<file path="src/rtl/dsc_pkg.sv">
package dsc_pkg;
  typedef enum logic [1:0] {
    ST_RUN    = 2'd0,
    ST_NAP    = 2'd1,
    ST_STBY   = 2'd2,
    ST_SETTLE = 2'd3
  } pm_state_e;

  localparam int CTL_STBY = 0;
  localparam int CTL_DEEP = 1;
  localparam int CTL_ERR  = 2;
  localparam int MAX_SHIFT = 12;

  function automatic logic [3:0] div_shift(input logic [2:0] code);
    logic [3:0] s;
    case (code)
      3'd0: s = 4'd0;
      3'd1: s = 4'd1;
      3'd2: s = 4'd2;
      3'd3: s = 4'd3;
      3'd4: s = 4'd5;
      3'd5: s = 4'd7;
      3'd6: s = 4'd9;
      default: s = 4'd12;
    endcase
    return s;
  endfunction
endpackage

</file>
<file path="src/rtl/dsc_regfile.sv">
module dsc_regfile #(
  parameter int DATA_W     = 8,
  parameter int COMMIT_LAT = 2
) (
  input  logic              clk,
  input  logic              rst_n,
  input  logic              wr_en,
  input  logic              wr_addr,
  input  logic [DATA_W-1:0] wr_data,
  input  logic              rd_req,
  input  logic              rd_addr,
  output logic              rd_ack,
  output logic [DATA_W-1:0] rd_data,
  output logic              stby_en,
  output logic              deep_sel,
  output logic              err_en,
  output logic [2:0]        div_code
);
  import dsc_pkg::*;
  localparam int LAT_W = $clog2(COMMIT_LAT + 1);

  logic [LAT_W-1:0]  pend_cnt;
  logic              pend_addr;
  logic [2:0]        pend_data;
  logic [2:0]        ctl_q;
  logic [2:0]        div_q;

  always_ff @(posedge clk or negedge rst_n) begin
    if (!rst_n) begin
      pend_cnt  <= '0;
      pend_addr <= 1'b0;
      pend_data <= '0;
      ctl_q     <= '0;
      div_q     <= '0;
    end else if (wr_en) begin
      pend_cnt  <= LAT_W'(COMMIT_LAT);
      pend_addr <= wr_addr;
      pend_data <= wr_data[2:0];
    end else if (pend_cnt != '0) begin
      pend_cnt <= pend_cnt - LAT_W'(1);
      if (pend_cnt == LAT_W'(1)) begin
        if (pend_addr) div_q <= pend_data;
        else           ctl_q <= pend_data;
      end
    end
  end

  assign rd_ack   = rd_req && (pend_cnt == '0);
  assign rd_data  = rd_addr ? DATA_W'(div_q) : DATA_W'(ctl_q);
  assign stby_en  = ctl_q[CTL_STBY];
  assign deep_sel = ctl_q[CTL_DEEP];
  assign err_en   = ctl_q[CTL_ERR];
  assign div_code = div_q;

  // a fresh write hides read data until it commits
  p_wr_hides_r6: assert property (@(posedge clk) disable iff (!rst_n)
    wr_en |=> !rd_ack);
  // committed fields change only while a write is pending
  p_ctl_quiet_r6: assert property (@(posedge clk) disable iff (!rst_n)
    (pend_cnt == '0 && !wr_en) |=> $stable(ctl_q) && $stable(div_q));
endmodule

</file>
<file path="src/rtl/dsc_settle_timer.sv">
module dsc_settle_timer #(
  parameter int CNT_W = 8,
  parameter int PRE_W = 12
) (
  input  logic       clk,
  input  logic       rst_n,
  input  logic       active,
  input  logic [2:0] div_code,
  output logic       done
);
  import dsc_pkg::*;

  logic [PRE_W-1:0] pre_q;
  logic [PRE_W-1:0] mask;
  logic [CNT_W-1:0] cnt_q;
  logic [3:0]       shift;
  logic             tick;

  assign shift = div_shift(div_code);

  always_comb begin
    for (int i = 0; i < PRE_W; i++) mask[i] = (i < int'(shift));
  end

  assign tick = ((pre_q & mask) == mask);
  assign done = active && tick && (cnt_q == '1);

  always_ff @(posedge clk or negedge rst_n) begin
    if (!rst_n) begin
      pre_q <= '0;
      cnt_q <= '0;
    end else if (!active) begin
      pre_q <= '0;
      cnt_q <= '0;
    end else begin
      pre_q <= pre_q + PRE_W'(1);
      if (tick) cnt_q <= cnt_q + CNT_W'(1);
    end
  end

  // the count starts from zero at each settle entry
  p_settle_start_r8: assert property (@(posedge clk) disable iff (!rst_n)
    $rose(active) |-> (cnt_q == '0));
  // the count only advances on a prescaler tick
  p_cnt_hold_r9: assert property (@(posedge clk) disable iff (!rst_n)
    (active && !tick) |=> $stable(cnt_q));
endmodule

</file>
<file path="src/rtl/dsc_mode_fsm.sv">
module dsc_mode_fsm (
  input  logic       clk,
  input  logic       rst_n,
  input  logic       sleep_req,
  input  logic       wake_evt,
  input  logic       solo_mode,
  input  logic       cpu1_asleep,
  input  logic       stby_en,
  input  logic       deep_sel,
  input  logic       err_en,
  input  logic       settle_done,
  output logic [1:0] state_o,
  output logic       settling,
  output logic       cpu0_on,
  output logic       others_on,
  output logic       osc_on,
  output logic       serr_pulse,
  output logic       rst_exc
);
  import dsc_pkg::*;

  pm_state_e state_q, nxt;
  logic      serr_d, serr_q, rexc_q, stby_ok;

  assign stby_ok = stby_en && !deep_sel && solo_mode && cpu1_asleep;

  always_comb begin
    nxt    = state_q;
    serr_d = 1'b0;
    unique case (state_q)
      ST_RUN: if (sleep_req) begin
        if (err_en)       serr_d = 1'b1;
        else if (stby_ok) nxt = ST_STBY;
        else              nxt = ST_NAP;
      end
      ST_NAP:    if (wake_evt)    nxt = ST_RUN;
      ST_STBY:   if (wake_evt)    nxt = ST_SETTLE;
      ST_SETTLE: if (settle_done) nxt = ST_RUN;
      default:   nxt = ST_RUN;
    endcase
  end

  always_ff @(posedge clk or negedge rst_n) begin
    if (!rst_n) begin
      state_q <= ST_RUN;
      serr_q  <= 1'b0;
      rexc_q  <= 1'b1;
    end else begin
      state_q <= nxt;
      serr_q  <= serr_d;
      rexc_q  <= 1'b0;
    end
  end

  assign state_o    = state_q;
  assign settling   = (state_q == ST_SETTLE);
  assign cpu0_on    = (state_q == ST_RUN);
  assign others_on  = (state_q == ST_RUN) || (state_q == ST_NAP);
  assign osc_on     = (state_q != ST_STBY);
  assign serr_pulse = serr_q;
  assign rst_exc    = rexc_q;

  // standby is reached from run only with both qualifiers set
  p_stby_gate_r1: assert property (@(posedge clk) disable iff (!rst_n)
    (state_q == ST_STBY && $past(state_q) == ST_RUN) |->
      $past(solo_mode && cpu1_asleep && stby_en && !deep_sel));
  // the error bit blocks the mode change and raises the pulse
  p_err_blocks_r3: assert property (@(posedge clk) disable iff (!rst_n)
    (state_q == ST_RUN && sleep_req && err_en) |=> (state_q == ST_RUN && serr_q));
  // a wake in standby restores the oscillator but keeps clocks off
  p_wake_osc_r8: assert property (@(posedge clk) disable iff (!rst_n)
    (state_q == ST_STBY && wake_evt) |=> (osc_on && !cpu0_on && !others_on));
  // a wake from ordinary sleep restores the primary clock next cycle
  p_nap_wake_r7: assert property (@(posedge clk) disable iff (!rst_n)
    (state_q == ST_NAP && wake_evt) |=> cpu0_on);
endmodule

</file>
<file path="src/rtl/dual_stby_ctrl.sv">
module dual_stby_ctrl #(
  parameter int DATA_W     = 8,
  parameter int COMMIT_LAT = 2,
  parameter int CNT_W      = 8,
  parameter int NUM_PERIPH = 4
) (
  input  logic                  clk,
  input  logic                  por_n,
  input  logic                  mrst_n,
  input  logic                  sleep_req,
  input  logic                  wake_evt,
  input  logic                  solo_mode,
  input  logic                  cpu1_asleep,
  input  logic                  wr_en,
  input  logic                  wr_addr,
  input  logic [DATA_W-1:0]     wr_data,
  input  logic                  rd_req,
  input  logic                  rd_addr,
  output logic                  rd_ack,
  output logic [DATA_W-1:0]     rd_data,
  output logic [1:0]            pwr_state,
  output logic                  cpu0_clk_en,
  output logic                  cpu1_clk_en,
  output logic [NUM_PERIPH-1:0] per_clk_en,
  output logic                  ckout_en,
  output logic                  osc_en,
  output logic                  serr_pulse,
  output logic                  rst_exc
);
  import dsc_pkg::*;

  logic       sys_rst_n;
  logic       stby_en, deep_sel, err_en;
  logic [2:0] div_code;
  logic       settling, settle_done, cpu0_on, others_on, osc_on;

  assign sys_rst_n = por_n & mrst_n;

  dsc_regfile #(.DATA_W(DATA_W), .COMMIT_LAT(COMMIT_LAT)) u_regs (
    .clk(clk), .rst_n(por_n),
    .wr_en(wr_en), .wr_addr(wr_addr), .wr_data(wr_data),
    .rd_req(rd_req), .rd_addr(rd_addr), .rd_ack(rd_ack), .rd_data(rd_data),
    .stby_en(stby_en), .deep_sel(deep_sel), .err_en(err_en), .div_code(div_code)
  );

  dsc_settle_timer #(.CNT_W(CNT_W), .PRE_W(MAX_SHIFT)) u_settle (
    .clk(clk), .rst_n(sys_rst_n), .active(settling),
    .div_code(div_code), .done(settle_done)
  );

  dsc_mode_fsm u_fsm (
    .clk(clk), .rst_n(sys_rst_n),
    .sleep_req(sleep_req), .wake_evt(wake_evt),
    .solo_mode(solo_mode), .cpu1_asleep(cpu1_asleep),
    .stby_en(stby_en), .deep_sel(deep_sel), .err_en(err_en),
    .settle_done(settle_done),
    .state_o(pwr_state), .settling(settling),
    .cpu0_on(cpu0_on), .others_on(others_on), .osc_on(osc_on),
    .serr_pulse(serr_pulse), .rst_exc(rst_exc)
  );

  assign cpu0_clk_en = cpu0_on;
  assign cpu1_clk_en = others_on;
  assign ckout_en    = others_on;
  assign osc_en      = osc_on;

  for (genvar g = 0; g < NUM_PERIPH; g++) begin : g_per
    assign per_clk_en[g] = others_on;
  end

  // standby closes every gate, including the oscillator
  p_stby_dark_r4: assert property (@(posedge clk) disable iff (!sys_rst_n)
    (pwr_state == 2'd2) |-> !(cpu0_clk_en || cpu1_clk_en || (|per_clk_en) || ckout_en || osc_en));
endmodule

</file>
<file path="config.mk">
export PLATFORM = sky130hd
export DESIGN_NAME = dual_stby_ctrl
export DESIGN_NICKNAME = d
export VERILOG_FILES = /design/src/rtl/dsc_pkg.sv /design/src/rtl/dsc_regfile.sv /design/src/rtl/dsc_settle_timer.sv /design/src/rtl/dsc_mode_fsm.sv /design/src/rtl/dual_stby_ctrl.sv
export SDC_FILE = /design/constraint.sdc
export NUM_CORES = 1
export LEC_CHECK = 0
export BUFFER_PORTS_ARGS = -buffer_cell sky130_fd_sc_hd__buf_4
export CAP_MARGIN = 40
export CORE_MARGIN = 2
export CORE_UTILIZATION = 30
export CTS_CLUSTER_SIZE = 40
export DETAILED_ROUTE_END_ITERATION = 16
export PLACE_DENSITY = 0.51
export SLEW_MARGIN = 15
export SYNTH_ARGS = -nofsm -noshare
export SYNTH_HDL_FRONTEND = slang
export SYNTH_SLANG_ARGS = --single-unit
</file>
<file path="constraint.sdc">
create_clock -name clk -period 4.7 [get_ports clk]
set_clock_uncertainty 0.15 [all_clocks]
set_input_delay 0.94 -clock clk [delete_from_list [all_inputs] [get_ports clk]]
set_output_delay 0.94 -clock clk [all_outputs]
set_load 0.005 [all_outputs]
</file>
==> impl_metrics.toml <==
[yosys]
seq_area_frac_synth_pct = 49.49
syn_inst = 175
synth-edff-count = 0
syn_avg_cell_area_um2 = 10.42
async_flop_share_pct = 100.0
synth_seq_cells = 36
ys_dominant_reg_cell = "dfrtp_1"
yosys_warnings = 0
syn_area_um2 = 1823
synth_cell_type_count = 34

[placement]
post-place-ws_ns = 2.087
globalplace.congestion = 0.6888
post-place-cells = 271
place_hpwl_um = 2421
io_buffers = 29

[power]
power_mw = 1.030
max-vdd-ir-drop_uv = 205.0
p_per_area_nw_per_um2 = 476.8
cellLeakagePower_nw = 1.003

[global_route]
grtUsageTotal_pct = 10.93
grt_start_max_net_pins = 25
grt_overflow = 0
antenna_found_initial = 0
grt_pass1_wl_um = 5651
grt_pass1_vias = 1205

[timing]
worstMarginPinSlew_ns = 0.7401
setup_ws_ns = 2.091
finalSetupViolCount = 0
slew_headroom_pct = 49.96
clock.fmax_mhz = 383.2
setup_tns_ns = 0
rsz0062_at_grt = "no"
period_needed_ns = 2.609
slew_viol_final = 0
fin_crit_sh_pct = 55.52
finalHoldViolCount = 0

[layout]
mostFrequentLayoutCells = "dfrtp_1 (35), buf_4 (30), nor2_1 (17)"
finalCoreUtilization_pct = 36.69
syn_to_final_growth_pct = 18.46
nNetsFinal = 226
layout_commonest_cell = "dfrtp_1"
layoutNonFillerInstCount = 279
antenna_cells = 0
layout-drive-gt1-share_pct = 25.00
fillCellCount = 619

[floorplanning]
ios = 40
chipHeight_um = 81.95
die_w_um = 81.95
dieArea_um2 = 6716
start_util_pct = 30.97
rows = 28
core_um2 = 5886

[setup_path]
cp-start-kind = "primary input"
path_class = "in -> out"
critPathMaxFanout = 3
required_ns = 3.61
critPathCaptureType = "output port"
reg2regPathDepth = 5
worst_ep_arrival_time_ns = 1.52

[cts]
cts_resized = 0
post-cts-setup-buffers = 0
hold_buffers = 0
ctsRootBufferMaster = "clkbuf_8"
cts_sinks = 36
clockBufferDepth = 2
clk_latency_ns = 0.28
cts_tree = "built"
path_clk_slew_ns = 0.07
numCtsBuffers = 5
htreeDepth = 2

[route]
wirelength_um = 3385
drtIter0Drc = 65
vias_per_cell = 4.670
drt_pre_antenna_iters = 6
wl_per_cell_um = 12.13
route.detailed.drc = 0
vias = 1303
postRouteAntennaNets = 0

[hold_path]
hold_path.class = "in -> async"

[run]
maxCapViolCount = 0

[run_status]
status = "completed"
metrics by stage:
step	instance area [um2]	hold WS, ns
3_5_place_dp	2069	0.3331
2_1_floorplan	1842	0.3123
5_1_grt	2160	0.3344
4_1_cts	2160	0.3293
6_report	2160	0.3335
3_3_place_gp	2069	0.3236
registers in the layout (all words and copies together), names as in the netlist:
register / cells
u_regs.ctl_q: 3
u_settle.cnt_q: 8
u_regs.pend_cnt: 2
u_regs.pend_data: 3
u_regs.pend_addr: 1
u_fsm.rst_exc: 1
u_fsm.serr_pulse: 1
u_settle.pre_q: 12
u_regs.div_code: 3
u_fsm.state_o: 2
power breakdown:
group | internal, mW | switching, mW
registers | 0.401 | 0.101
clock network | 0.120 | 0.102
logic | 0.159 | 0.147
logic make-up after synthesis:
| logic type | count (synthesis) | synth area share (%) |
|---|---|---|
| AO/OA/AOI/OAI | 19 | 6.040 |
| multiplexers | 15 | 9.128 |
| buffers and inverters | 19 | 6.040 |
| AND/OR/NAND/NOR | 69 | 20.59 |
| adder cells (fa/ha/maj) | 4 | 2.745 |
| XOR/XNOR | 12 | 5.765 |
| other | 1 | 0.2057 |
| flip-flops | 36 | 49.49 |
critical path, stage by stage:
cell	delay, ns
buf_4	0.10
mux2_2	0.34
buf_4	0.14
cell usage after synthesis (all sizes together), types with 2 or more instances:
| master | n | area [um2] |
|---|---|---|
| nor2 | 17 | 63.81 |
| clkbuf | 3 | 11.26 |
| and4 | 2 | 17.52 |
| and2 | 2 | 12.51 |
| a21oi | 7 | 35.03 |
| nand3 | 11 | 55.05 |
| or4 | 2 | 15.01 |
| mux2i | 2 | 20.02 |
| ha | 4 | 50.05 |
| nand2 | 7 | 26.28 |
| and3 | 6 | 37.54 |
| nor3 | 3 | 15.01 |
| nor2b | 2 | 12.51 |
| or3 | 5 | 31.28 |
| inv | 5 | 18.77 |
| xor2 | 10 | 87.58 |
| buf | 11 | 80.07 |
| nand2b | 3 | 18.77 |
| dfrtp | 35 | 875.8 |
| o21ai | 8 | 40.04 |
| xnor2 | 2 | 17.52 |
| nand4 | 5 | 31.28 |
| mux2 | 13 | 146.4 |
metal layers:
metal | vias up | track usage (%) | part of all wire (%)
li1 | 655 | - | -
met1 | 615 | 15.10 | 50
met2 | 31 | 16.83 | 45
met3 | 2 | 2.967 | 4.8
met4 | 0 | 3.000 | 0.47
met5 | - | 0 | 0
area by class of cell:
| type | instances | area [um2] | area share (%) |
|---|---|---|---|
| Clock buffer | 8 | 90.09 | 4.171 |
| Sequential cell | 36 | 902.1 | 41.77 |
| Timing Repair Buffer | 30 | 225.2 | 10.43 |
| Multi-Input combinational cell | 125 | 829.5 | 38.41 |
| Inverter | 5 | 18.77 | 0.8691 |
| Tap cell | 75 | 93.84 | 4.345 |
path summary, 6_finish.rpt:
path                       slack (ns)                        endpoint                      startpoint
setup reg to reg                 2.36   u_settle.cnt_q[7]$_DFFE_PN0P_  u_regs.div_code[2]$_DFFE_PN0P_
max in group asynchronous        3.35         u_fsm.rst_exc$_DFF_PN1_                           por_n
hold / removal                   0.33  u_regs.pend_cnt[1]$_DFFE_PN0P_                           por_n
min in group clk                 0.35  u_regs.pend_cnt[1]$_DFFE_PN0P_  u_regs.pend_cnt[1]$_DFFE_PN0P_
setup / recovery                 2.09                      rd_data[0]                         rd_addr
hold reg to reg                  0.35  u_regs.pend_cnt[1]$_DFFE_PN0P_  u_regs.pend_cnt[1]$_DFFE_PN0P_
Note: power is estimated with default switching activity, not from simulation.
